File: config.mk
export PLATFORM = sky130hd
export DESIGN_NAME = irq_status_ctrl
export DESIGN_NICKNAME = d
export VERILOG_FILES = /design/src/rtl/isc_pkg.sv /design/src/rtl/isc_status_bank.sv /design/src/rtl/isc_mask_regs.sv /design/src/rtl/isc_alert_gen.sv /design/src/rtl/irq_status_ctrl.sv
export SDC_FILE = /design/constraint.sdc
export NUM_CORES = 1
export LEC_CHECK = 0
export BUFFER_PORTS_ARGS = -buffer_cell sky130_fd_sc_hd__buf_2
export CAP_MARGIN = 0
export CORE_MARGIN = 4
export CORE_UTILIZATION = 39
export DETAILED_ROUTE_END_ITERATION = 10
export HOLD_SLACK_MARGIN = 0.12
export PLACE_DENSITY = 0.65
export SLEW_MARGIN = 30
export SYNTH_ARGS = -nofsm -noshare
export SYNTH_HDL_FRONTEND = slang
export SYNTH_SLANG_ARGS = --single-unit
File: constraint.sdc
create_clock -name clk_i -period 1.5 [get_ports clk_i]
set_input_delay 0.3 -clock clk_i [delete_from_list [all_inputs] [get_ports clk_i]]
set_output_delay 0.3 -clock clk_i [all_outputs]
set_load 0.02 [all_outputs]
File: src/rtl/isc_pkg.sv
package isc_pkg;
  localparam int unsigned DW     = 8;
  localparam int unsigned AW     = 8;
  localparam int unsigned SRC_A  = 7;
  localparam int unsigned SRC_B  = 6;
  localparam logic [AW-1:0] ADDR_STAT_A = 8'h41;
  localparam logic [AW-1:0] ADDR_STAT_B = 8'h42;
  localparam logic [AW-1:0] ADDR_MASK_A = 8'h74;
  localparam logic [AW-1:0] ADDR_MASK_B = 8'h75;
  // bank B bit that follows its level instead of latching
  localparam logic [SRC_B-1:0] B_LEVEL_BITS = 6'b000010;
endpackage

File: src/rtl/isc_status_bank.sv
module isc_status_bank #(
  parameter int unsigned W = 7,
  parameter logic [W-1:0] LEVEL_BITS = '0
) (
  input  logic         clk_i,
  input  logic         rst_ni,
  input  logic [W-1:0] cond_i,
  input  logic         clr_en_i,
  input  logic [W-1:0] clr_bits_i,
  output logic [W-1:0] stat_o
);
  for (genvar i = 0; i < W; i++) begin : g_bit
    if (LEVEL_BITS[i]) begin : g_level
      always_ff @(posedge clk_i or negedge rst_ni) begin
        if (!rst_ni) stat_o[i] <= 1'b0;
        else         stat_o[i] <= cond_i[i];
      end
    end else begin : g_sticky
      always_ff @(posedge clk_i or negedge rst_ni) begin
        if (!rst_ni)
          stat_o[i] <= 1'b0;
        else
          stat_o[i] <= cond_i[i] | (stat_o[i] & ~(clr_en_i & clr_bits_i[i]));
      end
    end
  end
endmodule

File: src/rtl/isc_mask_regs.sv
module isc_mask_regs #(
  parameter int unsigned DW = 8,
  parameter int unsigned AW = 8,
  parameter int unsigned MB = 6,
  parameter logic [AW-1:0] ADDR_A = 8'h74,
  parameter logic [AW-1:0] ADDR_B = 8'h75
) (
  input  logic          clk_i,
  input  logic          rst_ni,
  input  logic          wr_en_i,
  input  logic [AW-1:0] wr_addr_i,
  input  logic [DW-1:0] wr_data_i,
  output logic [DW-1:0] mask_a_o,
  output logic [MB-1:0] mask_b_o
);
  always_ff @(posedge clk_i or negedge rst_ni) begin
    if (!rst_ni) begin
      mask_a_o <= '0;
      mask_b_o <= '0;
    end else if (wr_en_i) begin
      if (wr_addr_i == ADDR_A) mask_a_o <= wr_data_i;
      if (wr_addr_i == ADDR_B) mask_b_o <= wr_data_i[MB-1:0];
    end
  end
endmodule

File: src/rtl/isc_alert_gen.sv
module isc_alert_gen #(
  parameter int unsigned SA = 7,
  parameter int unsigned SB = 6
) (
  input  logic          clk_i,
  input  logic          rst_ni,
  input  logic [SA-1:0] st_a_i,
  input  logic [SB-1:0] st_b_i,
  input  logic [SA:0]   mask_a_i,
  input  logic [SB-1:0] mask_b_i,
  output logic          alert_no
);
  logic hit_a, hit_b, req;

  always_comb begin
    hit_a = |(st_a_i & ~mask_a_i[SA-1:0]);
    // top bit of mask A silences the whole of bank B
    hit_b = ~mask_a_i[SA] & (|(st_b_i & ~mask_b_i));
    req   = hit_a | hit_b;
  end

  always_ff @(posedge clk_i or negedge rst_ni) begin
    if (!rst_ni) alert_no <= 1'b1;
    else         alert_no <= ~req;
  end
endmodule

File: src/rtl/irq_status_ctrl.sv
module irq_status_ctrl
  import isc_pkg::*;
#(
  parameter int unsigned DATA_W = DW,
  parameter int unsigned ADDR_W = AW,
  parameter int unsigned NSRC_A = SRC_A,
  parameter int unsigned NSRC_B = SRC_B
) (
  input  logic              clk_i,
  input  logic              rst_ni,
  input  logic [NSRC_A-1:0] cond_a_i,
  input  logic [NSRC_B-1:0] cond_b_i,
  input  logic              rd_stb_i,
  input  logic [ADDR_W-1:0] rd_addr_i,
  output logic [DATA_W-1:0] rd_data_o,
  input  logic              wr_en_i,
  input  logic [ADDR_W-1:0] wr_addr_i,
  input  logic [DATA_W-1:0] wr_data_i,
  output logic              alert_no
);
  localparam int unsigned PAD_B = DATA_W - NSRC_B;

  logic [NSRC_A-1:0] st_a, cap_a_q;
  logic [NSRC_B-1:0] st_b, cap_b_q;
  logic              clr_a_q, clr_b_q;
  logic [DATA_W-1:0] mask_a;
  logic [NSRC_B-1:0] mask_b;
  logic [DATA_W-1:0] rd_mux;

  isc_status_bank #(.W(NSRC_A), .LEVEL_BITS('0)) u_bank_a (
    .clk_i(clk_i), .rst_ni(rst_ni), .cond_i(cond_a_i),
    .clr_en_i(clr_a_q), .clr_bits_i(cap_a_q), .stat_o(st_a)
  );

  isc_status_bank #(.W(NSRC_B), .LEVEL_BITS(B_LEVEL_BITS)) u_bank_b (
    .clk_i(clk_i), .rst_ni(rst_ni), .cond_i(cond_b_i),
    .clr_en_i(clr_b_q), .clr_bits_i(cap_b_q), .stat_o(st_b)
  );

  isc_mask_regs #(
    .DW(DATA_W), .AW(ADDR_W), .MB(NSRC_B),
    .ADDR_A(ADDR_MASK_A), .ADDR_B(ADDR_MASK_B)
  ) u_masks (
    .clk_i(clk_i), .rst_ni(rst_ni), .wr_en_i(wr_en_i),
    .wr_addr_i(wr_addr_i), .wr_data_i(wr_data_i),
    .mask_a_o(mask_a), .mask_b_o(mask_b)
  );

  isc_alert_gen #(.SA(NSRC_A), .SB(NSRC_B)) u_alert (
    .clk_i(clk_i), .rst_ni(rst_ni), .st_a_i(st_a), .st_b_i(st_b),
    .mask_a_i(mask_a[NSRC_A:0]), .mask_b_i(mask_b), .alert_no(alert_no)
  );

  always_comb begin
    unique case (rd_addr_i)
      ADDR_STAT_A: rd_mux = {|st_b, st_a};
      ADDR_STAT_B: rd_mux = {{PAD_B{1'b0}}, st_b};
      ADDR_MASK_A: rd_mux = mask_a;
      ADDR_MASK_B: rd_mux = {{PAD_B{1'b0}}, mask_b};
      default:     rd_mux = '0;
    endcase
  end

  // capture on the strobe edge, clear on the following edge
  always_ff @(posedge clk_i or negedge rst_ni) begin
    if (!rst_ni) begin
      rd_data_o <= '0;
      clr_a_q   <= 1'b0;
      clr_b_q   <= 1'b0;
      cap_a_q   <= '0;
      cap_b_q   <= '0;
    end else begin
      clr_a_q <= rd_stb_i && (rd_addr_i == ADDR_STAT_A);
      clr_b_q <= rd_stb_i && (rd_addr_i == ADDR_STAT_B);
      if (rd_stb_i) begin
        rd_data_o <= rd_mux;
        cap_a_q   <= st_a;
        cap_b_q   <= st_b;
      end
    end
  end
endmodule

==> metrics.md <==
| Metric | Value |
|---|---|
| Outcome | `completed` |
| Worst-Margin Slew | `just over 0.3 ns` |
| Initial antenna violation count | `0` |
| Layout cells sized above 1 | `46.5%` |
| CTS tree | `yes` |
| CP Class | `reg -> reg` |
| Cell count after synthesis | `184` |
| Min cycle time layout | `1.40 ns` |
| Total power | `2.43 mW` |
| Setup_tns | `0 ns` |
| Rel. slew slack | `79.6%` |
| Routability cong. | `0.788` |
| Ant diodes | `0` |
| WL/cell | `15.0 um` |
| Residual DRC | `0` |
| Clk slew on worst S/H paths | `about 0.090 ns` |
| Clock power share | `33.7%` |
| Post-layout util | `52.0%` |
| Ports | `50` |
| Cell internal pwr | `about 1.9 mW` |
| Min-Delay Path Class | `in -> reg` |
| Post-Synthesis Cell Area | `~0.0023 mm^2` |
| Reg power frac | `a little under three fifths` |
| Number of fill cells | `roughly 520` |
| Global-route wire length before repair | `between 8 and 9 mm` |
| Placed cell count | `322` |
| Max VDD drop | `519 uV` |
| Clock root cell | `clkbuf_8` |
| Slew Viols, Final | `0` |
| DRT antenna net count | `0` |
| RSZ-0062 raised after global routing | `false` |
| Die width | `84.5 um` |
| Synth warn | `0` |
| Yosys reg bits | `50` |
| PortBufs | `49` |
| Startpoint type of the worst setup path | `flop` |
| Vias in the first global route | `1741` |
| Final period util | `slightly above 90%` |
| Hold Fails Final Rpt | `0` |
| Switching Power | `roughly 570 uW` |
| Crit path max fanout | `4` |
| Total core area | `0.00557 mm^2` |
| Remaining Overflow, GRT | `0` |
| Power per cell area | `~840 mW/mm^2` |
| Syn-to-layout area delta | `27.2%` |
| Leak | `1.28 nW` |
| GRT Overall Usage | `14.5%` |
| Syn Nets | `between 200 and 250` |
| DR iter-0 viols | `72` |
| # Max-Cap Violations | `0` |
| Row Count | `27` |
| Final Non-Filler Cells | `332` |
| DR pass1 iterations | `5` |
| CTS Buf Count | `5` |
| Largest net degree at the start of global routing | `51` |
| Syn_area_per_cell | `12.4 um^2` |
| R2R depth | `5` |
| Final clock skew | `0.00505 ns` |
| Clk Latency, worst-skew pair | `0.30 ns` |
| Die height | `84.5 um` |
| CP Data Required Time | `1.68 ns` |
| Critical path arrival | `1.58 ns` |
| Die Area | `0.00714 mm^2` |
| Unique masters post-synth | `32` |
| Depth of the worst hold-timing path | `2` |
| Final number of setup-violating endpoints | `0` |
| Hold slack | `0.165 ns` |
| Fmax achieved | `714 MHz` |
| Initial core utilization | `40.9%` |
| Comb pwr share | `under 10%` |
| Nets | `300` |
| Via/cell ratio | `5.05` |
| HPWL Detailed | `about 4 mm` |
| Via count | `1678` |
| H-tree depth | `2` |
| Register area share after synthesis | `between 50 and 60%` |
| Setup crit end kind | `flop` |
| Sw frac | `23.6%` |
| Bufs on Longest Clock Path | `2` |
| Clock tree sinks | `50` |
| WL final | `4.98 mm` |
==> cell type report <==
class	count	area, um^2	area share (%)
clock buffers	6	82.6	2.85
clock inverters	2	12.5	0.431
inverters	16	60.1	2.07
multi-input cells	113	960	33.1
flip-flops and latches	50	1250	43.2
well taps	72	90.1	3.11
repair buffers	73	443	15.3
==> final timing paths <==
path                                          from  slack, ns                  to
worst max-delay path            u_bank_b.stat_o[3]        0.1        rd_data_o[7]
worst min-delay path                   cond_a_i[5]       0.17  u_bank_a.stat_o[5]
worst max register to register  u_bank_b.stat_o[3]        0.1        rd_data_o[7]
worst min register to register          cap_a_q[5]       0.51          cap_a_q[5]
max in group asynchronous                   rst_ni       0.71    u_alert.alert_no
min in group asynchronous                   rst_ni       0.49          cap_b_q[4]
==> power groups by stage <==
stage          clock network (mW)  logic (mW)  registers [mW]
4_1_cts                     0.843       0.225            1.38
2_1_floorplan                   0      0.0888            1.41
3_5_place_dp                    0       0.219            1.41
5_1_grt                     0.896       0.248            1.39
3_3_place_gp                    0       0.218            1.41
6_report                    0.817       0.225            1.38
==> placed cells by master, fill, tap and decap left out, types with 4 or more instances in the layout <==
cell type / instances
buf_4: 21
a22oi_1: 7
buf_2: 49
inv_1: 16
o22ai_1: 9
mux2_2: 32
dfrtp_1: 49
a22o_1: 6
nor4_1: 4
nand2_1: 14
nor2b_1: 4
clkbuf_8: 6
a21o_1: 12
==> cell usage after synthesis (all sizes together) <==
| master | count | area share, % |
|---|---|---|
| or3 | 1 | 0.49 |
| nand3b | 2 | 0.66 |
| nand2 | 14 | 2.3 |
| a22oi | 7 | 2.3 |
| o221ai | 1 | 0.38 |
| clkbuf | 1 | 0.16 |
| inv | 16 | 2.6 |
| a2111oi | 1 | 0.38 |
| nand3 | 2 | 0.44 |
| or3b | 1 | 0.38 |
| buf | 4 | 1.2 |
| nor2 | 3 | 0.60 |
| o21ai | 1 | 0.22 |
| a32oi | 1 | 0.38 |
| a31oi | 2 | 1.2 |
| dfstp | 1 | 1.2 |
| and3b | 1 | 0.38 |
| a22o | 6 | 2.3 |
| a21o | 12 | 3.9 |
| mux2 | 32 | 16 |
| nand2b | 3 | 0.82 |
| dfrtp | 49 | 54 |
| nor2b | 5 | 1.4 |
| nor4 | 5 | 2.0 |
| nor3 | 2 | 1.4 |
| and2 | 1 | 0.27 |
| o22ai | 10 | 3.0 |
==> sequential cells by signal (all words and copies together) (netlist names) <==
register	cells
cap_a_q	7
cap_b_q	5
clr_a_q	1
clr_b_q	1
rd_data_o	8
u_alert.alert_no	1
u_bank_a.stat_o	7
u_bank_b.stat_o	6
u_masks.mask_a_o	8
u_masks.mask_b_o	6
==> critical path, cell delays in order, from the launching register on <==
cell	delay, ns
dfrtp_1	0.42
buf_4	0.17
nor4_1	0.25
nand2_1	0.10
a22oi_1	0.24
o22ai_1	0.09
==> stage by stage <==
step / setup slack, ns / instance area (um^2)
floorplan: 0.0533 / 2280
detailed placement: -0.0949 / 2760
CTS: 0.0186 / 2890
global route: 0.0123 / 2900
global placement: -0.0805 / 2760
finish: 0.0991 / 2900
==> repair_timing <==
item,CTS,global route
endpoints found under the setup margin,1,1
pin swaps,0,2
resized for setup,2,2
setup buffers,0,0
gates cloned,0,0
hold endpoints to repair,50,0
hold buffers,2,0
==> layer usage <==
metal	GRT usage (%)	up-vias	part of all wire (%)	wire length [um]
met5	0	-	0	0
met4	5.32	0	1.5	73
met3	3.14	7	4.7	235
met2	23.8	36	49	2440
met1	19.0	821	45	2230
li1	-	814	-	-
==> kinds of logic after synthesis <==
kind of cell | Yosys count | share of synthesized area [%]
multiplexers | 32 | 15.8
AND/OR/NAND/NOR | 40 | 11.2
buffers and inverters | 21 | 3.95
AO/OA/AOI/OAI | 41 | 14.2
flip-flops | 50 | 54.9
(Power assumes the default switching activity.)
